## src/rtl/fpcmp_pkg.sv

```systemverilog
package fpcmp_pkg;

  typedef enum logic [2:0] {
    CLS_ZERO   = 3'd0,
    CLS_DENORM = 3'd1,
    CLS_NORMAL = 3'd2,
    CLS_INF    = 3'd3,
    CLS_NAN    = 3'd4
  } fp_class_e;

  typedef enum logic [1:0] {
    ORD_LT = 2'd0,
    ORD_EQ = 2'd1,
    ORD_GT = 2'd2,
    ORD_UN = 2'd3
  } fp_order_e;

endpackage

```

## src/rtl/fpcmp_classify.sv

```systemverilog
module fpcmp_classify
  import fpcmp_pkg::*;
#(
  parameter int EXP_W  = 8,
  parameter int FRAC_W = 23,
  localparam int W     = 1 + EXP_W + FRAC_W
) (
  input  logic [W-1:0] word,
  output fp_class_e    cls,
  output logic         neg,
  output logic [W-2:0] mag
);

  logic [EXP_W-1:0]  exp_f;
  logic [FRAC_W-1:0] frac_f;
  logic              exp_zero, exp_ones, frac_zero;

  assign exp_f     = word[W-2 -: EXP_W];
  assign frac_f    = word[FRAC_W-1:0];
  assign neg       = word[W-1];
  assign mag       = word[W-2:0];
  assign exp_zero  = (exp_f == '0);
  assign exp_ones  = &exp_f;
  assign frac_zero = (frac_f == '0);

  always_comb begin
    if (exp_zero)      cls = frac_zero ? CLS_ZERO : CLS_DENORM;
    else if (exp_ones) cls = frac_zero ? CLS_INF  : CLS_NAN;
    else               cls = CLS_NORMAL;
  end

endmodule

```

## src/rtl/fpcmp_order.sv

```systemverilog
module fpcmp_order
  import fpcmp_pkg::*;
#(
  parameter int MAG_W = 31
) (
  input  fp_class_e        a_cls,
  input  fp_class_e        b_cls,
  input  logic             a_neg,
  input  logic             b_neg,
  input  logic [MAG_W-1:0] a_mag,
  input  logic [MAG_W-1:0] b_mag,
  output fp_order_e        ord
);

  logic mag_lt, mag_eq;

  assign mag_lt = (a_mag < b_mag);
  assign mag_eq = (a_mag == b_mag);

  always_comb begin
    if (a_cls == CLS_NAN || b_cls == CLS_NAN)
      ord = ORD_UN;
    else if (a_cls == CLS_ZERO && b_cls == CLS_ZERO)
      ord = ORD_EQ;
    else if (a_neg != b_neg)
      ord = a_neg ? ORD_LT : ORD_GT;
    else if (mag_eq)
      ord = ORD_EQ;
    else if (mag_lt ^ a_neg)
      ord = ORD_LT;
    else
      ord = ORD_GT;
  end

endmodule

```

## src/rtl/fpcmp_select.sv

```systemverilog
module fpcmp_select
  import fpcmp_pkg::*;
#(
  parameter int W = 32
) (
  input  fp_order_e    ord,
  input  fp_class_e    a_cls,
  input  logic [W-1:0] a_word,
  input  logic [W-1:0] b_word,
  output logic [W-1:0] lo_word,
  output logic [W-1:0] hi_word
);

  logic a_neg, b_neg, split_zero;

  assign a_neg      = a_word[W-1];
  assign b_neg      = b_word[W-1];
  assign split_zero = (a_cls == CLS_ZERO) && (a_neg != b_neg);

  always_comb begin
    unique case (ord)
      ORD_LT: begin
        lo_word = a_word;
        hi_word = b_word;
      end
      ORD_GT: begin
        lo_word = b_word;
        hi_word = a_word;
      end
      ORD_EQ: begin
        if (split_zero) begin
          lo_word = a_neg ? a_word : b_word;
          hi_word = a_neg ? b_word : a_word;
        end else begin
          lo_word = a_word;
          hi_word = a_word;
        end
      end
      default: begin
        lo_word = (a_cls == CLS_NAN) ? a_word : b_word;
        hi_word = lo_word;
      end
    endcase
  end

endmodule

```

## src/rtl/fpcmp_unit.sv

```systemverilog
module fpcmp_unit
  import fpcmp_pkg::*;
#(
  parameter int EXP_W  = 8,
  parameter int FRAC_W = 23,
  localparam int W     = 1 + EXP_W + FRAC_W
) (
  input  logic         clk,
  input  logic         rst,
  input  logic         in_valid,
  input  logic [W-1:0] a_in,
  input  logic [W-1:0] b_in,
  output logic         out_valid,
  output logic         lt,
  output logic         eq,
  output logic         gt,
  output logic         unord,
  output logic [W-1:0] min_out,
  output logic [W-1:0] max_out,
  output logic [2:0]   a_class,
  output logic [2:0]   b_class,
  output logic         a_sign,
  output logic         b_sign
);

  localparam int NOPS  = 2;
  localparam int MAG_W = W - 1;

  logic [W-1:0]     words [NOPS];
  fp_class_e        cls   [NOPS];
  logic             neg   [NOPS];
  logic [MAG_W-1:0] mag   [NOPS];

  assign words[0] = a_in;
  assign words[1] = b_in;

  for (genvar i = 0; i < NOPS; i++) begin : g_cls
    fpcmp_classify #(.EXP_W(EXP_W), .FRAC_W(FRAC_W)) u_cls (
      .word (words[i]),
      .cls  (cls[i]),
      .neg  (neg[i]),
      .mag  (mag[i])
    );
  end

  fp_order_e    ord;
  logic [W-1:0] lo_word, hi_word;

  fpcmp_order #(.MAG_W(MAG_W)) u_ord (
    .a_cls (cls[0]),
    .b_cls (cls[1]),
    .a_neg (neg[0]),
    .b_neg (neg[1]),
    .a_mag (mag[0]),
    .b_mag (mag[1]),
    .ord   (ord)
  );

  fpcmp_select #(.W(W)) u_sel (
    .ord     (ord),
    .a_cls   (cls[0]),
    .a_word  (a_in),
    .b_word  (b_in),
    .lo_word (lo_word),
    .hi_word (hi_word)
  );

  always_ff @(posedge clk) begin
    if (rst) begin
      out_valid <= 1'b0;
      lt        <= 1'b0;
      eq        <= 1'b0;
      gt        <= 1'b0;
      unord     <= 1'b0;
      min_out   <= '0;
      max_out   <= '0;
      a_class   <= '0;
      b_class   <= '0;
      a_sign    <= 1'b0;
      b_sign    <= 1'b0;
    end else begin
      out_valid <= in_valid;
      if (in_valid) begin
        lt      <= (ord == ORD_LT);
        eq      <= (ord == ORD_EQ);
        gt      <= (ord == ORD_GT);
        unord   <= (ord == ORD_UN);
        min_out <= lo_word;
        max_out <= hi_word;
        a_class <= cls[0];
        b_class <= cls[1];
        a_sign  <= neg[0];
        b_sign  <= neg[1];
      end
    end
  end

endmodule

```

## config.mk

```make
export PLATFORM = sky130hd
export DESIGN_NAME = fpcmp_unit
export DESIGN_NICKNAME = d
export VERILOG_FILES = /design/src/rtl/fpcmp_pkg.sv /design/src/rtl/fpcmp_classify.sv /design/src/rtl/fpcmp_order.sv /design/src/rtl/fpcmp_select.sv /design/src/rtl/fpcmp_unit.sv
export SDC_FILE = /design/constraint.sdc
export NUM_CORES = 1
export LEC_CHECK = 0
export BUFFER_PORTS_ARGS = -buffer_cell sky130_fd_sc_hd__buf_2
export CAP_MARGIN = 40
export CORE_UTILIZATION = 49
export DETAILED_ROUTE_END_ITERATION = 7
export MAX_ROUTING_LAYER = met4
export PLACE_DENSITY_LB_ADDON = 0.2
export SYNTH_ARGS = -nofsm -noshare
export SYNTH_HDL_FRONTEND = slang
export SYNTH_SLANG_ARGS = --single-unit
```

## constraint.sdc

```tcl
create_clock -name clk -period 3 [get_ports clk]
set_input_delay 0.6 -clock clk [delete_from_list [all_inputs] [get_ports clk]]
set_output_delay 0.6 -clock clk [all_outputs]
set_load 0.1 [all_outputs]
```

==> impl_metrics.tcl <==
set metrics [dict create \
    finalSetupTns_ns 0 \
    rsz0062_at_grt "true" \
    startpoint "b_in[19]" \
    crit_top_cell "buf_4" \
    outcome "complete, no violations" \
    r2r_slack_ns 2.12 \
    worstPathArrival_ns 3.19 \
    finalWeightedCongestion 0.920 \
    ys_ff_latch 77 \
    regToRegEndpoint "min_out[22]" \
    fin_util 0.694 \
    drive_above_1_share 0.372 \
    clk_pin_slew_ns 0.08 \
    p_leak_nw 3.56 \
    coreArea_um2 10800 \
    synth_cell_types 62 \
    path_buf_inv 5 \
    yosysMostFrequentCell "nor2_1" \
    tightest_slew_ns 0.523 \
    cp_slowest_cell "a311oi_4" \
    crit_fanout 18 \
    final_nets 1009 \
    grt_max_degree 109 \
    cp_cell_sequence "buf_2 > inv_1 > ha_1 > nand4_1 > nor4_4 > buf_4 > and4_4 > buf_6 > nor2_4 > a311oi_4 > buf_4 > nor3_1 > nor4_1" \
    async_flop_share 0 \
    synth_area_leaders "dfxtp_1, ha_1, nor2_1" \
    timing.rr.start "min_out[22]" \
    wl_mm 20.5 \
    ys.flop_type "dfxtp_1" \
    num_rows 38 \
    clk_path_buf_depth 2 \
    die-height_um 108 \
    cts_setup_buffers 0 \
    maxSlewViolCount 0 \
    skew_ns 0 \
    critPathCaptureType "flip-flop" \
    start_kind "input pin" \
    root_buffer "clkbuf_8" \
    maxCapViolations 0 \
    yosys_warnings 0 \
    yosysTopAreaCell "dfxtp_1" \
    numClockSinks 77 \
    synth-compound-area-share 0.236 \
    post_synth_xor_area_fraction 0 \
    drtIter0Drc 571 \
    fillers 922 \
    grt_pass1_vias 6010 \
    required_ns 3.27 \
    antenna_found_initial 1 \
    ant_nets 0 \
    die_x_um 108 \
    setup_viol 0 \
    syn_to_final_growth_pct 37.9 \
    wire_per_inst_um 19.4 \
    crit_family "simple AND/OR/NAND/NOR gates" \
    hold_slack_ns 0.472 \
    yosysTopAreaCellShare 0.282 \
    hold_viol 0 \
    dp_hpwl_mm 15.1 \
    cts_tree "yes" \
    ff2ff_path_depth 3 \
    grt_pass1_wl_mm 31.8 \
    synth-edff-count 0 \
    initial_utilization 0.503 \
    hp-class "flip-flop to flip-flop" \
    crit_type "input pin to flip-flop" \
    cts.htree.levels 3 \
    vias_per_cell 6.11 \
    yosys.area_share.simple 0.328 \
    worst-path-stages 13 \
    fin_crit_ns 2.92 \
    clock_latency_ns 0.37 \
    synth_cells 670 \
    clock.fmax_mhz 343 \
    peakVddDrop_mv 0.375 \
    die-area_um2 11600 \
    synth.avg_cell_area_um2 8.15 \
    portBuffers 143 \
    num_io_pins 144 \
    cts_buffers 9 \
    max_stage_delay_ns 0.34 \
    post-route-period-util 0.973 \
    slew-limit-headroom 0.647 \
    power.density_nw_per_um2 466 \
    yosys-mux-area-fraction 0.00757 \
    dr.pass1.iters 5 \
    synth-adder-area-share 0.0757 \
    drc_errors 0 \
    power.total_mw 3.51 \
    cp-endpoint "max_out[25]" \
    synth_top_family_by_area "simple AND/OR/NAND/NOR gates" \
    synth_common_cells "nor2_1, dfxtp_1, nor3_1, nor4_1, clkbuf_1" \
    yosysSeqAreaShare 0.282 \
    mappedNetlistArea_um2 5460 \
    syn_nets 770 \
    grt_overflow 0 \
    grt_util_all_layers 0.371 \
    vias 6451 \
]
where the power goes:
group          switching [mW]  internal, mW  total, mW
sequential             0.0495          1.11       1.16
clock                   0.416         0.406      0.821
combinational            1.10         0.429       1.53
total                    1.56          1.94       3.51
worst register-to-register path, stage by stage (launching register included):
cell	delay (ns)
dfxtp_1	0.36
nor2_1	0.05
a211oi_1	0.23
o211a_1	0.19
worst min path at each step:
| stage | start | to | slack [ns] | depth (start not counted) |
|---|---|---|---|---|
| floorplan | b_in[31] | b_sign | 0.75 | 2 |
| global placement | lt | lt | 0.45 | 2 |
| detailed placement | a_class[1] | a_class[1] | 0.46 | 2 |
| CTS | a_class[1] | a_class[1] | 0.47 | 2 |
| global route | a_class[2] | a_class[2] | 0.50 | 2 |
| finish | a_class[1] | a_class[1] | 0.47 | 2 |
sequential cells by signal, summed over array words and instances (netlist names):
signal	flops
a_class	3
a_sign	1
b_class	3
b_sign	1
eq	1
gt	1
lt	1
max_out	32
min_out	32
out_valid	1
unord	1
placed cells by master, fill, tap and decap left out, types with 17 or more instances in the layout:
cell type	count
buf_2	142
buf_4	125
nor2_1	99
dfxtp_1	77
nor3_1	43
nor4_1	39
a21oi_1	35
inv_1	34
ha_1	32
o211a_1	23
nand2b_1	19
a21boi_0	19
o21ai_0	17
a211oi_1	17
o32a_1	17
kinds of logic after synthesis:
| family | after synthesis |
|---|---|
| buf+inv | 88 |
| flops | 77 |
| mux | 4 |
| fa+ha+maj | 33 |
| compound gates | 164 |
| simple gates | 304 |
metal layers:
metal / vias to the layer above / wire [um] / global-route usage
li1: 3005 / - / -
met1: 3051 / 8890 / 0.485
met2: 349 / 9350 / 0.571
met3: 46 / 1770 / 0.0630
met4: 0 / 503 / 0.141
met5: - / 0 / -
per-stage QoR:
step | area, um2 | setup WS [ns] | std cells
after floorplan | 5470 | 0.0134 | 670
after global placement | 7270 | -0.228 | 1038
after detailed placement | 7270 | -0.276 | 1038
after CTS | 7470 | 0.102 | 1054
after global routing | 7530 | -0.0402 | 1055
final | 7530 | 0.0817 | 1055
cell type report:
type,count,area (um2),area share
Multi-Input combinational cell,505,3580,0.475
Antenna cell,1,2.50,0.000332
Timing Repair Buffer,281,1910,0.253
Clock buffer,12,145,0.0193
Sequential cell,77,1540,0.205
Inverter,35,131,0.0175
Tap cell,140,175,0.0233
Clock inverter,4,47.5,0.00632
what timing repair did:
item,in CTS,in global routing
resized for setup,0,12
setup endpoints to repair,0,58
hold buffers,0,0
Power figures use the tool's default switching activity.
